<file path="src/rtl/dmaarm_pkg.sv">
package dmaarm_pkg;

    typedef enum logic [1:0] {
        SYNC_FREE = 2'b00,
        SYNC_SRC  = 2'b01,
        SYNC_DST  = 2'b10,
        SYNC_RSVD = 2'b11
    } sync_e;

    typedef struct packed {
        logic  go;
        logic  guard;
        sync_e sync;
        logic  use_int;
        logic  tc_stop;
    } cfg_wr_t;

    localparam int SYNC_MIN_STAGES = 2;

    function automatic logic cfg_bad(input sync_e s, input logic ui);
        return (s == SYNC_RSVD) || (ui && (s != SYNC_SRC));
    endfunction

endpackage

</file>
<file path="src/rtl/dmaarm_sync.sv">
module dmaarm_sync #(
    parameter int W      = 2,
    parameter int STAGES = 2
) (
    input  logic         clk,
    input  logic         rst,
    input  logic [W-1:0] d,
    output logic [W-1:0] q
);
    localparam int LAST = STAGES - 1;

    logic [W-1:0] stg [STAGES];

    always_ff @(posedge clk) begin
        if (rst) begin
            for (int i = 0; i < STAGES; i++) stg[i] <= '0;
        end else begin
            stg[0] <= d;
            for (int i = 1; i < STAGES; i++) stg[i] <= stg[i-1];
        end
    end

    assign q = stg[LAST];
endmodule

</file>
<file path="src/rtl/dmaarm_chan.sv">
module dmaarm_chan
    import dmaarm_pkg::*;
(
    input  logic    clk,
    input  logic    rst,
    input  logic    we,
    input  cfg_wr_t wr,
    input  logic    ext_s,
    input  logic    int_evt,
    input  logic    ack,
    input  logic    tc,
    output logic    armed,
    output logic    req_vld,
    output logic    cfg_err
);
    logic  go_q, go_d;
    sync_e sync_q;
    logic  ui_q, stop_q, pend_q, pend_d;
    logic  tc_kill, trig;

    assign tc_kill = go_q & stop_q & tc;

    always_comb begin
        go_d = go_q;
        if (we && wr.guard) go_d = wr.go;
        if (tc_kill)        go_d = 1'b0;
    end

    always_comb begin
        if (!go_q || !ui_q) pend_d = 1'b0;
        else if (int_evt)   pend_d = 1'b1;
        else if (ack)       pend_d = 1'b0;
        else                pend_d = pend_q;
    end

    always_ff @(posedge clk) begin
        if (rst) begin
            go_q   <= 1'b0;
            sync_q <= SYNC_FREE;
            ui_q   <= 1'b0;
            stop_q <= 1'b0;
            pend_q <= 1'b0;
        end else begin
            go_q   <= go_d;
            pend_q <= pend_d;
            if (we) begin
                sync_q <= wr.sync;
                ui_q   <= wr.use_int;
                stop_q <= wr.tc_stop;
            end
        end
    end

    always_comb begin
        if (sync_q == SYNC_FREE) trig = 1'b1;
        else if (ui_q)           trig = pend_q;
        else                     trig = ext_s;
    end

    assign cfg_err = cfg_bad(sync_q, ui_q);
    assign armed   = go_q;
    assign req_vld = go_q & ~cfg_err & trig;

    a_r1_silent_disarmed: assert property (@(posedge clk) disable iff (rst)
        !go_q |-> !req_vld);
    a_r2_guard_holds_arm: assert property (@(posedge clk) disable iff (rst)
        (we && !wr.guard && !tc) |=> $stable(go_q));
    a_r4_tc_disarms: assert property (@(posedge clk) disable iff (rst)
        (go_q && stop_q && tc) |=> !go_q);
    a_r7_reserved_quiet: assert property (@(posedge clk) disable iff (rst)
        (sync_q == SYNC_RSVD) |-> (cfg_err && !req_vld));
    a_r10_ack_drops: assert property (@(posedge clk) disable iff (rst)
        (req_vld && ui_q && sync_q == SYNC_SRC && ack && !int_evt && !we && !tc)
        |=> !req_vld);
    a_r11_disarm_flushes: assert property (@(posedge clk) disable iff (rst)
        !go_q |=> !pend_q);
endmodule

</file>
<file path="src/rtl/dma_arm_ctl.sv">
module dma_arm_ctl
    import dmaarm_pkg::*;
#(
    parameter int NCH         = 2,
    parameter int SYNC_STAGES = SYNC_MIN_STAGES
) (
    input  logic           clk,
    input  logic           rst,
    input  logic [NCH-1:0] cfg_we,
    input  logic           cfg_arm,
    input  logic           cfg_guard,
    input  logic [1:0]     cfg_sync,
    input  logic           cfg_use_int,
    input  logic           cfg_tc_stop,
    input  logic           src_we,
    input  logic           src_sel,
    input  logic [NCH-1:0] ext_req,
    input  logic           tmr_evt,
    input  logic           ser_evt,
    input  logic [NCH-1:0] ack,
    input  logic [NCH-1:0] tc,
    output logic [NCH-1:0] armed,
    output logic [NCH-1:0] req_vld,
    output logic [NCH-1:0] cfg_err
);
    logic           sel_q;
    logic           mod_evt;
    logic [NCH-1:0] ext_s;
    cfg_wr_t        wr;

    assign wr = '{go: cfg_arm, guard: cfg_guard, sync: sync_e'(cfg_sync),
                  use_int: cfg_use_int, tc_stop: cfg_tc_stop};

    always_ff @(posedge clk) begin
        if (rst)         sel_q <= 1'b0;
        else if (src_we) sel_q <= src_sel;
    end

    assign mod_evt = sel_q ? ser_evt : tmr_evt;

    dmaarm_sync #(.W(NCH), .STAGES(SYNC_STAGES)) u_sync (
        .clk (clk),
        .rst (rst),
        .d   (ext_req),
        .q   (ext_s)
    );

    for (genvar c = 0; c < NCH; c++) begin : g_ch
        dmaarm_chan u_ch (
            .clk     (clk),
            .rst     (rst),
            .we      (cfg_we[c]),
            .wr      (wr),
            .ext_s   (ext_s[c]),
            .int_evt (mod_evt),
            .ack     (ack[c]),
            .tc      (tc[c]),
            .armed   (armed[c]),
            .req_vld (req_vld[c]),
            .cfg_err (cfg_err[c])
        );
    end

    a_r9_sel_hold: assert property (@(posedge clk) disable iff (rst)
        !src_we |=> $stable(sel_q));
    a_r9_sel_load: assert property (@(posedge clk) disable iff (rst)
        src_we |=> (sel_q == $past(src_sel)));
endmodule

</file>
<file path="config.mk">
export PLATFORM = sky130hd
export DESIGN_NAME = dma_arm_ctl
export DESIGN_NICKNAME = d
export VERILOG_FILES = /design/src/rtl/dmaarm_pkg.sv /design/src/rtl/dmaarm_sync.sv /design/src/rtl/dmaarm_chan.sv /design/src/rtl/dma_arm_ctl.sv
export SDC_FILE = /design/constraint.sdc
export NUM_CORES = 1
export LEC_CHECK = 0
export BUFFER_PORTS_ARGS = -buffer_cell sky130_fd_sc_hd__buf_2
export CAP_MARGIN = 10
export CORE_UTILIZATION = 47
export CTS_CLUSTER_SIZE = 16
export DETAILED_ROUTE_END_ITERATION = 6
export PLACE_DENSITY = 0.78
export SYNTH_ARGS = -nofsm -noshare
export SYNTH_HDL_FRONTEND = slang
export SYNTH_SLANG_ARGS = --single-unit
</file>
<file path="constraint.sdc">
create_clock -name clk -period 1.3 [get_ports clk]
set_input_delay 0.13 -clock clk [delete_from_list [all_inputs] [get_ports clk]]
set_output_delay 0.13 -clock clk [all_outputs]
set_load 0.03 [all_outputs]
</file>
==> summary.log, run 1 <==
[outcome] run status finished, violations left
[outcome] violations in the final reports setup timing
[synth] most instantiated cells after synthesis dfxtp_1 (17), mux2i_1 (12), nor2_1 (9), buf_4 (6), nor2b_1 (6)
[synth] count of cell types in the netlist 16
[setup_path] maximum fanout along the worst path 5
[clock_network] clk sinks 17
[flow_run] max cap viols 0
[sta] setup-violating endpoint count in the final report 2
[clock_network] number of buffers added by the clock tree synthesis step 3
[placed_design] HPWL after detailed placement 962.1 um
[detailed_routing] DRT antenna net count 0
[placed_design] IO Port Bufs 25
[synth] Synth async-reset ratio 0
[synth] share of the synthesized area in compound gates (AO/OA/AOI/OAI) 0.06678
[setup_path] Critical Setup Path Class reg2out
[sta] endpoints failing hold 0
[sta] Worst Slack Setup Final -0.08740 ns
[setup_path] depth of the worst register-to-register path 4
[detailed_routing] First-pass DRT Iterations 4
[clock_network] Clk Latency, worst-skew pair 0.27 ns
[die] initial cell density of the core 0.5034
[sta] Slew HR 0.8084
[synth] dominant cell by count in the synthesized netlist dfxtp_1
[detailed_routing] total wire length 1307 um
[sta] Final Hold Slack 0.05526 ns
[worst_hold_path] Hold Crit Class in2reg
[setup_path] Buf/Inv on CP 1
[power_and_ir_drop] Worst VDD drop 0.7426 mV
[setup_path] Crit path required time 1.17 ns
[synth] Top FF cell, synth dfxtp_1
[synth] Syn Area/Cell 10.27 um2
[synth] mux contribution to synthesized area 0.1903
[setup_path] stages on the worst setup path 3
[grt] pin count of the biggest net entering global routing 18
[sta] highest attainable clock frequency 0.7208 GHz
[synth] number of nets produced by synthesis 93
[die] die boundary height 41.93 um
[power_and_ir_drop] power per unit of standard cell area 1066 nW/um2
[sta] fin crit period 1.387 ns
[setup_path] Critical Path Source Type register
[synth] Post-Syn Area 749.5 um2
[sta] worst setup skew after layout 0.002053 ns
[grt] overall fraction of global-route tracks in use 0.1604
[synth] number of enable flip-flop cells after synthesis 0
[synth] share of the synthesized netlist area taken by xor and xnor gates 0
[detailed_routing] detailed-route vias per instance 5.098
[synth] largest area contributor in the netlist dfxtp_1
[synth] dominant combinational cell family by area after synthesis simple AND/OR/NAND/NOR gates
[worst_hold_path] hold path depth 2
[detailed_routing] DR iter-0 viols 16
[detailed_routing] average wire length per cell after detail routing 11.67 um
[cells_and_area] Layout fillers 142
[setup_path] standard cell with the maximum stage delay on the critical path dfxtp_4
[sta] setup repair after global routing missed its margin yes
[synth] count of synthesis-stage warnings from yosys 0
[synth] sequential share of the synthesized area 0.4541
[cells_and_area] fraction of layout cells with a size suffix above 1 0.4271
[cells_and_area] total number of nets in the final design 117
[grt] initial antenna violation count 0
[grt] grt ovf 0
[die] die boundary width 41.93 um
[cells_and_area] Antenna Cells 0
[sta] worst-margin pin slew 0.2873 ns
[detailed_routing] DR vias 571
[setup_path] CP endpoint kind output pin
[sta] fin. max-slew vios 0
[setup_path] Largest stage delay, worst path 0.37 ns
[synth] top cells by area, synth dfxtp_1 (45%), mux2i_1 (16%), buf_4 (6.0%)
[placed_design] final weighted congestion in routability-driven placement 0.7316
[synth] share of the synthesized area in the top cell type 0.4541
[synth] count of mapped cells out of synthesis 73
[clock_network] Clock Root Buffer clkbuf_4
[synth] Simple-Gate Fraction of Synth Area 0.1920
[clock_network] maximum root-to-sink buffer count 2
[grt] via count of the first global-routing pass 528
[setup_path] Worst EP arrival 1.26 ns
[synth] Synth Register Bits 17
[cells_and_area] area growth from synthesis to layout 23.04%
[grt] global-route wire length before repair 2194 um
[sta] setup_tns -0.1478 ns
[sta] share of the clock period used by the worst path after layout 1.067
[setup_path] cell-by-cell trace of the critical path and4b_1 -> o31a_1 -> buf_6
[die] cell row count 14
[clock_network] clock tree from TritonCTS done
[die] number of ports placed on the die boundary 26
[clock_network] Max H-tree Level 1
[setup_path] cell type group with the largest total delay on the critical path flip-flops
[die] area of the die 1758 um2
[power_and_ir_drop] leakage 0.4304 nW
[detailed_routing] DRC violation count after routing 0
[cells_and_area] Layout Utilization 0.6193
[clock_network] quantity of hold-fixing buffers added after cts 0
[die] area of the core 1489 um2
[clock_network] Clock Pin Slew Worst Setup and Hold Paths 0.09 ns
[placed_design] worst setup timing slack at the placement stage 0.1746 ns
[synth] Adder-Cell Fraction of Synth Area 0
==> cell families (layout without fill, tap and decap cells) <==
logic type | after synthesis | in the layout
multiplexers | 14 | 14
AND/OR/NAND/NOR | 27 | 27
buffers and inverters | 9 | 32
AO/OA/AOI/OAI | 6 | 6
flip-flops | 17 | 17
==> per-stage QoR <==
stage	total power, mW	instances	cell area [um2]
3_5_place_dp	0.7132	105	822.0
4_1_cts	0.9916	111	898.4
2_1_floorplan	0.6793	73	749.5
5_1_grt	1.038	112	922.1
3_3_place_gp	0.7091	105	822.0
6_report	0.9826	112	922.1
==> registers in the layout, indices dropped and copies added, names as in the netlist <==
| name | flops |
|---|---|
| u_sync.stg | 4 |
| g_ch.u_ch.sync_q | 4 |
| g_ch.u_ch.ui_q | 2 |
| g_ch.u_ch.pend_q | 2 |
| sel_q | 1 |
| g_ch.u_ch.armed | 2 |
| g_ch.u_ch.stop_q | 2 |
==> area by class of cell <==
cell class	instances	area [um2]	share of cell area
clock buffer	4	26.28	0.02849
multi-input combinational	47	350.3	0.3799
sequential	17	355.3	0.3853
tap	16	20.02	0.02171
timing repair buffer	28	170.2	0.1845
==> layout by cell type (no fill, tap or decap) <==
cell      synthesis  routed
mux2_4            0       1
nor2b_1           6       4
dfxtp_2           0       3
dfxtp_1          17      11
mux2i_1          12      12
mux2_2            2       1
clkbuf_1          0       1
and4b_1           2       2
nor3b_1           2       2
buf_6             2       4
dfxtp_4           0       3
clkbuf_4          0       3
a211oi_1          2       2
nor3_1            2       2
o31a_1            2       2
buf_2             1      22
nand2b_1          2       2
nand2_1           4       4
nor2b_4           0       1
nor2b_2           0       1
nor2_1            9       9
a311oi_1          2       2
buf_4             6       2
==> power by group <==
part           switching (mW)  leakage, nW  internal, mW
registers              0.0213        0.143         0.545
logic                  0.0727        0.272        0.0821
clock network           0.143       0.0150         0.119
==> per-layer routing <==
layer | routed length (um) | vias up | GRT usage
met5 | 0 | - | 0
met4 | 10 | 0 | 0.05806
met3 | 61 | 2 | 0.02609
met2 | 617 | 18 | 0.2594
met1 | 616 | 254 | 0.2155
li1 | - | 297 | -
==> repair_timing <==
action | CTS | global route
gates resized for setup | 14 | 6
pin swaps | 0 | 1
setup buffers | 2 | 1
setup endpoints to repair | 4 | 3
==> final timing paths <==
kind                                      endpoint                           startpoint  slack [ns]
hold / removal     g_ch[1].u_ch.armed$_SDFFE_PP0P_                                tc[1]        0.06
setup / recovery                        req_vld[1]  g_ch[1].u_ch.sync_q[1]$_SDFFE_PP0P_       -0.09
setup reg to reg  g_ch[0].u_ch.pend_q$_SDFFE_PP0P_       g_ch[0].u_ch.ui_q$_SDFFE_PP0P_        0.43
hold reg to reg        u_sync.stg[0][3]$_SDFF_PP0_          u_sync.stg[0][1]$_SDFF_PP0_        0.45
(Power assumes the default switching activity.)
==> run 2: changes to the inputs <==
--- a/config.mk
+++ b/config.mk
@@ -7,10 +7,10 @@
 export LEC_CHECK = 0
 export BUFFER_PORTS_ARGS = -buffer_cell sky130_fd_sc_hd__buf_2
 export CAP_MARGIN = 10
-export CORE_UTILIZATION = 47
+export CORE_UTILIZATION = 50
 export CTS_CLUSTER_SIZE = 16
 export DETAILED_ROUTE_END_ITERATION = 6
-export PLACE_DENSITY = 0.78
+export PLACE_DENSITY = 0.82
 export SYNTH_ARGS = -nofsm -noshare
 export SYNTH_HDL_FRONTEND = slang
 export SYNTH_SLANG_ARGS = --single-unit
==> constraint.sdc (replaced) <==
create_clock -name clk -period 1.6 [get_ports clk]
set_input_delay 0.16 -clock clk [delete_from_list [all_inputs] [get_ports clk]]
set_output_delay 0.16 -clock clk [all_outputs]
set_load 0.03 [all_outputs]
==> run 2 against run 1 <==
Net effect: the run now ends clean; sequential cell count is the same; core utilization grew 0.81 points; worst hold slack gained 0.017 ns; register-to-register slack gained 0.29 ns; clock-buffer cell count is the same; global-route usage grew 4.5 points; final area shrank 8.1%; final cell count shrank 3.6%; worst setup slack gained 0.21 ns; wire length grew 5.0%; critical path depth grew 1; die area shrank 5.7%; largest cell class unchanged.
==> summary.log, run 2 (same netlist as run 1, synthesis figures left out) <==
[clock_network] count of cells resized by post-cts repair 0 [-14]
[sta] endpoints failing hold 0 [unchanged]
[detailed_routing] DRC violation count after routing 0 [unchanged]
[cells_and_area] total number of nets in the final design 114 [-2.6%]
[detailed_routing] average wire length per cell after detail routing 12.70 um [+8.9%]
[cells_and_area] fraction of layout cells with a size suffix above 1 0.3226 [-0.1045]
[die] number of ports placed on the die boundary 26 [unchanged]
[setup_path] Critical Path Source Type register
[die] cell row count 13 [-1]
[power_and_ir_drop] Cell Int Power 593.7 uW [-20%]
[detailed_routing] First-pass DRT Iterations 2 [-2]
[clock_network] Clk Latency, worst-skew pair 0.28 ns [about the same]
[detailed_routing] detailed-route vias per instance 5.352 [+5.0%]
[clock_network] Max H-tree Level 1 [unchanged]
[sta] Final Hold Slack 0.07220 ns [+0.01694 ns]
[cells_and_area] Antenna Cells 0 [unchanged]
[sta] worst-margin pin slew 0.3027 ns [+0.01539 ns]
[sta] Slew HR 0.7982 [-0.01026]
[power_and_ir_drop] Net Switching 193.4 uW [-18%]
[clock_network] setup bufs post-CTS 0 [-2]
[placed_design] final weighted congestion in routability-driven placement 0.6046 [-17%]
[die] die boundary width 40.72 um [-2.9%]
[setup_path] Critical Setup Path Class reg2out
[power_and_ir_drop] leakage 0.4037 nW [-6.2%]
[power_and_ir_drop] post-layout total power 787.1 uW [-20%]
[power_and_ir_drop] power per unit of standard cell area 929.3 nW/um2 [-13%]
[sta] setup_tns 0 ns [+0.1478 ns]
[worst_hold_path] Hold Crit Class in2reg
[sta] worst setup skew after layout 0.003011 ns [+0.0009578 ns]
[setup_path] cell type group with the largest total delay on the critical path flip-flops
[placed_design] HPWL after detailed placement 1059 um [+10%]
[clock_network] clock tree from TritonCTS done
[clock_network] Clock Root Buffer clkbuf_4
[detailed_routing] DR iter-0 viols 5 [-11]
[cells_and_area] most common cell after layout, fill and taps aside buf_2
[power_and_ir_drop] Worst VDD drop 0.5551 mV [-25%]
[sta] setup-violating endpoint count in the final report 0 [-2]
[grt] pin count of the biggest net entering global routing 18 [unchanged]
[outcome] run status completed
[cells_and_area] largest registers g_ch.u_ch.sync_q (4), u_sync.stg (4)
[power_and_ir_drop] clock network fraction of design power 0.273 [+0.007]
[setup_path] CP endpoint kind output pin
[sta] highest attainable clock frequency 0.6773 GHz
[power_and_ir_drop] switching power share of the total 0.2458 [+0.004995]
[flow_run] max cap viols 0 [unchanged]
[setup_path] R2R Setup Slk 0.72 ns [+0.29 ns]
[clock_network] Clock Pin Slew Worst Setup and Hold Paths 0.09 ns [about the same]
[sta] fin. max-slew vios 0 [unchanged]
[setup_path] Worst EP arrival 1.32 ns [+0.06 ns]
[setup_path] Crit path required time 1.44 ns [+0.27 ns]
[detailed_routing] DR vias 578 [+1.2%]
[clock_network] quantity of hold-fixing buffers added after cts 0 [unchanged]
[cells_and_area] area growth from synthesis to layout 13.02%
[cells_and_area] Layout Utilization 0.6274 [+0.008105]
[sta] share of the clock period used by the worst path after layout 0.9228
[cells_and_area] most frequent cells in the layout buf_2 (25), dfxtp_1 (17), mux2i_1 (12)
[die] area of the die 1658 um2 [-5.7%]
[power_and_ir_drop] Reg power frac 0.587 [+0.011]
[setup_path] Largest stage delay, worst path 0.39 ns [+0.02 ns]
[setup_path] cell-by-cell trace of the critical path nor2b_1 -> nor3_1 -> o31a_1 -> buf_2
[die] initial cell density of the core 0.5551 [+0.05178]
[setup_path] Buf/Inv on CP 1 [unchanged]
[die] die boundary height 40.72 um [-2.9%]
[grt] grt ovf 0 [unchanged]
[grt] global-route wire length before repair 2125 um [-3.1%]
[setup_path] maximum fanout along the worst path 5 [unchanged]
[placed_design] IO Port Bufs 25 [unchanged]
[grt] via count of the first global-routing pass 526 [-0.38%]
[placed_design] cell area reported after detailed placement 820.8 um2 [-0.15%]
[cells_and_area] finished layout cell area 847.1 um2 [-8.1%]
[detailed_routing] total wire length 1372 um [+5.0%]
[clock_network] number of buffers added by the clock tree synthesis step 3 [unchanged]
[clock_network] clk sinks 17 [unchanged]
[grt] initial antenna violation count 0 [unchanged]
[power_and_ir_drop] Combinational Power Share 0.140 [-0.017]
[setup_path] standard cell with the maximum stage delay on the critical path dfxtp_1
[grt] overall fraction of global-route tracks in use 0.2052 [+0.04481]
[sta] setup repair after global routing missed its margin no
[sta] fin crit period 1.476 ns
[clock_network] maximum root-to-sink buffer count 2 [unchanged]
[die] area of the core 1350 um2 [-9.3%]
[detailed_routing] DRT antenna net count 0 [unchanged]
-- run 2: power groups by stage --
stage | Clock, mW | Combinational (mW) | Sequential (mW)
after floorplan | 0 | 0.0857 | 0.466
after global placement | 0 | 0.107 | 0.470
after detailed placement | 0 | 0.110 | 0.472
after CTS | 0.227 | 0.111 | 0.462
after global routing | 0.252 | 0.121 | 0.465
final | 0.215 | 0.110 | 0.462
-- run 2: layout make-up --
| class | instances | area (um2) |
|---|---|---|
| Fill cell | 132 | 503.0 |
| Clock buffer | 4 | 26.28 |
| Tap cell | 15 | 18.77 |
| Sequential cell | 17 | 340.3 |
| Timing Repair Buffer | 25 | 125.1 |
| Multi-Input combinational cell | 47 | 336.6 |
-- run 2: worst paths after layout --
| check | from | cells past startpoint | to |
|---|---|---|---|
| setup reg to reg | sel_q$_SDFFE_PP0P_ | 2 | g_ch[0].u_ch.pend_q$_SDFFE_PP0P_ |
| hold / removal | tc[0] | 2 | g_ch[0].u_ch.armed$_SDFFE_PP0P_ |
| setup / recovery | g_ch[1].u_ch.sync_q[1]$_SDFFE_PP0P_ | 4 | req_vld[1] |
| hold reg to reg | u_sync.stg[0][1]$_SDFF_PP0_ | 1 | u_sync.stg[0][3]$_SDFF_PP0_ |
-- run 2: per-layer routing --
layer  part of all wire  vias up  track usage  wire, um
met5                  0        -            0         0
met2               0.47       17       0.3492       643
met4              0.013        0       0.1250        18
met3              0.046        4      0.04891        63
met1               0.47      268       0.2290       647
li1                   -      289            -         -
-- run 2: through the flow --
stage	setup WS, ns	std cells
after floorplan	0.5035	73
after global placement	0.4742	104
after detailed placement	0.4345	104
after CTS	0.1063	108
after global routing	0.03580	108
final	0.1236	108
==> run 3: changes to the inputs <==
--- a/config.mk
+++ b/config.mk
@@ -11,6 +11,7 @@
 export CTS_CLUSTER_SIZE = 16
 export DETAILED_ROUTE_END_ITERATION = 6
 export PLACE_DENSITY = 0.82
+export RECOVER_POWER = 25
 export SYNTH_ARGS = -nofsm -noshare
 export SYNTH_HDL_FRONTEND = slang
 export SYNTH_SLANG_ARGS = --single-unit
==> run 3 against run 2 <==
Net effect: fmax is essentially flat; largest cell class unchanged; clock power barely moved; core utilization decreased by 0.093 points; combinational power about the same.
==> summary.log, run 3 (same netlist as run 1, synthesis figures left out) <==
[sta] worst-margin pin slew 0.7171 ns [+0.4143 ns]
[die] cell row count 13 [unchanged]
[clock_network] quantity of hold-fixing buffers added after cts 0 [unchanged]
[sta] fin. max-slew vios 0 [unchanged]
[sta] setup-violating endpoint count in the final report 0 [unchanged]
[clock_network] clock tree from TritonCTS done
[setup_path] maximum fanout along the worst path 5 [unchanged]
[cells_and_area] most common cell after layout, fill and taps aside buf_2
[die] initial cell density of the core 0.5551 [unchanged]
[sta] setup repair after global routing missed its margin no
[sta] setup_tns 0 ns [unchanged]
[cells_and_area] fraction of layout cells with a size suffix above 1 0.3118 [-0.01075]
[sta] share of the clock period used by the worst path after layout 0.9228 [about the same]
[sta] highest attainable clock frequency 0.6773 GHz [about the same]
[clock_network] Max H-tree Level 1 [unchanged]
[cells_and_area] total number of nets in the final design 114 [unchanged]
[grt] initial antenna violation count 0 [unchanged]
[detailed_routing] DRC violation count after routing 0 [unchanged]
[setup_path] Worst R2R End g_ch[0].u_ch.pend_q$_SDFFE_PP0P_
[detailed_routing] average wire length per cell after detail routing 12.70 um [unchanged]
[setup_path] Critical Path Source Type register
[detailed_routing] DR iter-0 viols 5 [unchanged]
[sta] fin crit period 1.476 ns [+0.00002300 ns]
[setup_path] Worst EP arrival 1.32 ns [about the same]
[power_and_ir_drop] power per unit of standard cell area 930.3 nW/um2 [+0.11%]
[cells_and_area] area growth from synthesis to layout 12.85%
[grt] overall fraction of global-route tracks in use 0.2052 [unchanged]
[placed_design] cell count after placement 104 [unchanged]
[sta] endpoints failing hold 0 [unchanged]
[setup_path] startpoint of the most critical setup path g_ch[1].u_ch.sync_q[1]$_SDFFE_PP0P_
[detailed_routing] DR vias 578 [unchanged]
[clock_network] count of cells resized by post-cts repair 0 [unchanged]
[clock_network] Clock Root Buffer clkbuf_4
[cells_and_area] most frequent cells in the layout buf_2 (24), dfxtp_1 (17), mux2i_1 (12)
[worst_hold_path] hold path depth 2 [unchanged]
[power_and_ir_drop] Worst VDD drop 0.5550 mV [about the same]
[clock_network] number of buffers added by the clock tree synthesis step 3 [unchanged]
[flow_run] max cap viols 0 [unchanged]
[placed_design] IO Port Bufs 25 [unchanged]
[worst_hold_path] Hold Crit Class in2reg
[die] number of ports placed on the die boundary 26 [unchanged]
[grt] grt ovf 0 [unchanged]
[placed_design] HPWL after detailed placement 1059 um [unchanged]
[die] die boundary height 40.72 um [unchanged]
[power_and_ir_drop] leakage 0.4010 nW [-0.68%]
[detailed_routing] DRT antenna net count 0 [unchanged]
[sta] worst setup skew after layout 0.003026 ns [+0.00001568 ns]
[sta] Final Hold Slack 0.07220 ns [-0.0000001000 ns]
[placed_design] final weighted congestion in routability-driven placement 0.6046 [unchanged]
[grt] via count of the first global-routing pass 526 [unchanged]
[detailed_routing] detailed-route vias per instance 5.352 [unchanged]
[die] die boundary width 40.72 um [unchanged]
[grt] global-route wire length before repair 2125 um [unchanged]
[cells_and_area] Cell Count, Final, Fillers Out 108 [unchanged]
[setup_path] worst reg2reg startpoint sel_q$_SDFFE_PP0P_
[cells_and_area] Layout fillers 132 [unchanged]
[clock_network] Clk Latency, worst-skew pair 0.28 ns [about the same]
[detailed_routing] total wire length 1372 um [unchanged]
[setup_path] R2R Setup Slk 0.70 ns [-0.02 ns]
[die] area of the die 1658 um2 [unchanged]
[sta] Slew HR 0.5220 [-0.2762]
[clock_network] setup bufs post-CTS 0 [unchanged]
[clock_network] clk sinks 17 [unchanged]
[grt] pin count of the biggest net entering global routing 18 [unchanged]
[clock_network] maximum root-to-sink buffer count 2 [unchanged]
[cells_and_area] Antenna Cells 0 [unchanged]
[setup_path] CP Capture Point req_vld[1]
[detailed_routing] First-pass DRT Iterations 2 [unchanged]
[setup_path] Crit path required time 1.44 ns [about the same]
[cells_and_area] largest registers g_ch.u_ch.sync_q (4), u_sync.stg (4)
[die] area of the core 1350 um2 [unchanged]
[setup_path] CP endpoint kind output pin
[setup_path] depth of the worst register-to-register path 2 [unchanged]
[clock_network] Clock Pin Slew Worst Setup and Hold Paths 0.09 ns [about the same]
[setup_path] Critical Setup Path Class reg2out
[outcome] run status completed
==> run 3: cell count changes in the layout (fill, tap and decap cells not counted) <==
cell	change
clkbuf_1	+1
buf_2	-1
==> run 3: how the worst min path moves through the flow <==
stage	startpoint	endpoint	slack, ns
after floorplan	rst	u_sync.stg[0][0]$_SDFF_PP0_	0.23
after global placement	ext_req[1]	u_sync.stg[0][1]$_SDFF_PP0_	0.37
after detailed placement	tc[0]	g_ch[0].u_ch.armed$_SDFFE_PP0P_	0.37
after CTS	tc[0]	g_ch[0].u_ch.armed$_SDFFE_PP0P_	0.06
after global routing	tc[0]	g_ch[0].u_ch.armed$_SDFFE_PP0P_	0.06
final	tc[0]	g_ch[0].u_ch.armed$_SDFFE_PP0P_	0.07
==> run 3: routing by layer <==
layer	wire (um)	track usage	vias up
li1	-	-	289
met1	646	0.2290	268
met2	643	0.3492	17
met3	64	0.04891	4
met4	18	0.1250	0
met5	0	0	-
==> run 3: stage by stage <==
| step | instance area [um2] | total power, mW | utilization | worst slack [ns] |
|---|---|---|---|---|
| after floorplan | 749.5 | 0.5519 | - | 0.5035 |
| after global placement | 820.8 | 0.5767 | 0.6080 | 0.4742 |
| after detailed placement | 820.8 | 0.5822 | 0.6080 | 0.4345 |
| after CTS | 847.1 | 0.7998 | 0.6274 | 0.1063 |
| after global routing | 845.8 | 0.8369 | 0.6265 | 0.03580 |
| final | 845.8 | 0.7868 | 0.6265 | 0.1235 |
==> run 3: power by group <==
group	switching (mW)	internal, mW	leakage (nW)
clock network	0.118	0.0967	0.0150
registers	0.0186	0.444	0.140
logic	0.0568	0.0529	0.246
==> run 3: worst max-delay path: stages (launching register included) <==
cell and delay, ns:
dfxtp_1 0.39, nor2b_1 0.15, nor3_1 0.05, o31a_1 0.27, buf_2 0.17
==> run 3: cell type report <==
class	instances	area, um2	area share
multi-input cells	47	336.6	0.3979
well taps	15	18.77	0.02219
repair buffers	25	123.9	0.1464
flip-flops and latches	17	340.3	0.4024
clock buffers	4	26.28	0.03107
